<file path="src/rtl/cmd_fanout_reg.sv">
module cmd_fanout_reg #(
  parameter int DW   = 22,
  parameter int NCS  = 2,
  parameter int NCKE = 2,
  parameter int NODT = 2
) (
  input  logic            clk,
  input  logic            rst_n,
  input  logic            gate_en,
  input  logic [DW-1:0]   din,
  input  logic            par_in,
  input  logic [NCS-1:0]  cs_n_in,
  input  logic [NCKE-1:0] cke_in,
  input  logic [NODT-1:0] odt_in,
  output logic [DW-1:0]   q_a,
  output logic [DW-1:0]   q_b,
  output logic [NCS-1:0]  cs_a,
  output logic [NCS-1:0]  cs_b,
  output logic [NCKE-1:0] cke_a,
  output logic [NCKE-1:0] cke_b,
  output logic [NODT-1:0] odt_a,
  output logic [NODT-1:0] odt_b,
  output logic            err_n
);
  localparam int COPIES = 2;

  logic any_sel, load;
  assign any_sel = ~&cs_n_in;
  assign load    = any_sel | ~gate_en;

  for (genvar c = 0; c < COPIES; c++) begin : g_copy
    logic [DW-1:0]   q;
    logic [NCS-1:0]  cs;
    logic [NCKE-1:0] cke;
    logic [NODT-1:0] odt;
    always_ff @(posedge clk or negedge rst_n) begin
      if (!rst_n) begin
        q   <= '0;
        cs  <= '0;
        cke <= '0;
        odt <= '0;
      end else begin
        if (load) q <= din;
        cs  <= cs_n_in;
        cke <= cke_in;
        odt <= odt_in;
      end
    end
  end

  assign q_a   = g_copy[0].q;
  assign q_b   = g_copy[1].q;
  assign cs_a  = g_copy[0].cs;
  assign cs_b  = g_copy[1].cs;
  assign cke_a = g_copy[0].cke;
  assign cke_b = g_copy[1].cke;
  assign odt_a = g_copy[0].odt;
  assign odt_b = g_copy[1].odt;

  logic chk_q, odd_q;
  always_ff @(posedge clk or negedge rst_n) begin
    if (!rst_n) begin
      chk_q <= 1'b0;
      odd_q <= 1'b0;
      err_n <= 1'b1;
    end else begin
      chk_q <= any_sel;
      if (any_sel) odd_q <= ^{din, par_in};
      if (chk_q)   err_n <= ~odd_q;
    end
  end
endmodule

</file>
<file path="config.mk">
export PLATFORM = sky130hd
export DESIGN_NAME = cmd_fanout_reg
export DESIGN_NICKNAME = d
export VERILOG_FILES = /design/src/rtl/cmd_fanout_reg.sv
export SDC_FILE = /design/constraint.sdc
export NUM_CORES = 1
export LEC_CHECK = 0
export BUFFER_PORTS_ARGS = -buffer_cell sky130_fd_sc_hd__buf_2
export CAP_MARGIN = 20
export CELL_PAD_IN_SITES_DETAIL_PLACEMENT = 0
export CELL_PAD_IN_SITES_GLOBAL_PLACEMENT = 1
export CORE_MARGIN = 1
export CORE_UTILIZATION = 34
export DETAILED_ROUTE_END_ITERATION = 8
export PLACE_DENSITY = 0.81
export SKIP_CTS_REPAIR_TIMING = 1
export SLEW_MARGIN = 20
export SYNTH_ARGS = -nofsm -noshare
export SYNTH_HDL_FRONTEND = slang
export SYNTH_SLANG_ARGS = --single-unit
</file>
<file path="constraint.sdc">
create_clock -name clk -period 2.1 [get_ports clk]
set_input_delay 0.21 -clock clk [delete_from_list [all_inputs] [get_ports clk]]
set_output_delay 0.21 -clock clk [all_outputs]
set_load 0.02 [all_outputs]
</file>
==> flow_summary.ini <==
[finish]
fin_util_pct = 45.8
fin_area_mm2 = 0.00187
drive_gt1_share_pct = 68.2
diodes = 0
layout.nets = 207
area_delta_synth_final_pct = 26.0
fin_cells = 226

[synth]
ys_types = 14
synth_compound_area_share_pct = 0
syn_inst = 109
yosys_warnings = 0
synth_mux_area_share_pct = 18.4
synth_adder_area_share_pct = 0
ys_seq_area_share_pct = 52.3
avgSynthCellArea_um2 = 13.6
synth-simple-area-share_pct = 0.590
synthXorXnorAreaFrac_pct = 13.8
ys_ff_latch = 31
synth_nets = 141
synth_top_family_by_area = multiplexers
netlist_area_mm2 = 0.00149

[sta]
finalMaxSlewViolations = 0
fin_tns_setup_ns = 0
finalSetupViolations = 0
max_slew.worst_pin.slew_ns = 0.690
hold_viol = 30
max_clock_freq_mhz = 751
rsz0062_at_grt = false
final.min_clock_period_ns = 1.33
finalWorstSetupSlack_ns = 0.768
whs_ns = -0.0319
post-route-period-util_pct = 63.4
relSlewSlack_pct = 54.0
fin_skew_ns = 0.00108

[hold_path]
min_path_type = in -> async

[global_routing]
antenna_found_initial = 0
grt_pass1_wl_mm = 4.31
grt_max_degree = 32
grt_overflow_total = 0
grt_usage_pct = 13.4
grt_pass1_vias = 914

[power]
p_int_mw = 1.11
power_mw = 1.58
switchingPower_uw = 475
p_seq_share_pct = 43.9
p_leak_nw = 0.945
pwr-share-comb_pct = 28.0
cellPowerDensity_mw_per_mm2 = 847
clockPowerShare_pct = 28.1
peakVddDrop_uv = 282
switching_share_pct = 29.9

[detailed_routing]
wire_per_inst_um = 12.4
drc = 0
drt_iter0_markers = 13
post_drt_via_cell_ratio = 4.36
wl_mm = 2.80
first_pass_iters = 2
ant_nets = 0
vias = 985

[floorplanning]
coreArea_mm2 = 0.00409
row_count = 23
die_h_um = 68.1
ios = 89
dieArea_mm2 = 0.00464
start_util_pct = 36.3
die_x_um = 68.1

[clock_network]
cts_buffer_depth = 2
cts_root_buffer = clkbuf_8
clk_pin_slew_ns = 0.07
cts_made_buffers = 5
cts_max_level = 2
cts_tree = yes
clock_latency_ns = 0.27
cts.sinks = 31

[setup_path]
worstPathCellList = buf_2 > xnor2_1 > xnor2_1 > xnor2_1 > xnor3_1 > mux2_4
path_delay_family = XOR/XNOR gates
worstSetupPathType = in -> reg
required_ns = 2.26
crit_path_frequent_cell = xnor2_1
cp_max_fo = 2
start_kind = input port
cp_slowest_cell = xnor3_1
crit_buf_inv = 1
slowest_delay_ns = 0.40
cp.arrival_ns = 1.49
end_kind = flip-flop

[place]
hpwl_mm = 2.17
portBuffers = 88
gp_congestion = 0.673
placed_cells_incl_taps = 218
placed_area_mm2 = 0.00179
pre_cts_ws_ns = 0.447

[status]
failed_checks = hold timing
status = finished with violations

[run]
cap_violations = 0
[final timing paths]
kind | slack, ns | end | depth (start not counted) | from
max in group asynchronous | 1.68 | q_b[9] | 1 | rst_n
worst max-delay path | 0.77 | odd_q | 6 | din[15]
worst min-delay path | -0.03 | q_b[1] | 1 | rst_n
worst min register to register | 0.42 | err_n | 1 | chk_q
min in group clk | 0.04 | cke_b[1] | 1 | cke_in[1]
worst max register to register | 1.31 | q_b[7] | 1 | q_b[7]
[cell families (layout without fill, tap and decap cells)]
logic type | Yosys count | count (layout)
flip-flops | 31 | 31
buffers and inverters | 31 | 98
multiplexers | 24 | 24
XOR/XNOR | 21 | 21
AND/OR/NAND/NOR | 2 | 2
[power groups by stage]
stage,sequential (mW),clock (mW),combinational (mW)
after detailed placement,0.708,0,0.451
after floorplan,0.766,0,0.285
after CTS,0.699,0.459,0.452
final,0.696,0.445,0.444
after global placement,0.704,0,0.444
after global routing,0.705,0.496,0.480
[state kept, by name, indices dropped and copies added (netlist names)]
register,cells
odd_q,1
chk_q,1
odt_b,2
cke_b,2
err_n,1
q_b,22
cs_b,2
[final cells by class]
| cell class | count | area [um^2] |
|---|---|---|
| fill | 406 | 2210 |
| timing repair buffer | 89 | 460 |
| clock buffer | 7 | 76.3 |
| multi-input combinational | 47 | 487 |
| tap | 50 | 62.6 |
| clock inverter | 1 | 5.00 |
| sequential | 31 | 777 |
| inverter | 1 | 3.75 |
[layout by cell type (no fill, tap or decap), drive strengths merged]
cell,count
buf,89
dfrtp,30
mux2,23
xnor2,17
clkbuf,7
xor2,3
nand3,1
inv,1
mux2i,1
xnor3,1
nand2,1
clkinv,1
dfstp,1
[Yosys cell counts]
| library cell | count | area (um^2) |
|---|---|---|
| dfrtp_1 | 30 | 751 |
| buf_4 | 28 | 210 |
| mux2_2 | 22 | 248 |
| xnor2_1 | 16 | 140 |
| xor2_1 | 3 | 26.3 |
| buf_1 | 2 | 7.51 |
| dfstp_2 | 1 | 26.3 |
| inv_1 | 1 | 3.75 |
| mux2_4 | 1 | 15.0 |
| mux2i_1 | 1 | 10.0 |
| nand2_1 | 1 | 3.75 |
| nand3_1 | 1 | 5.00 |
| xnor2_2 | 1 | 16.3 |
| xnor3_1 | 1 | 22.5 |
[routing by layer]
metal,wire length (um),vias up,GRT usage [%]
li1,-,462,-
met1,1120,453,14.9
met2,1370,66,22.1
met3,280,4,5.67
met4,31,0,6.25
met5,0,-,0
Note: power is estimated with default switching activity, not from simulation.
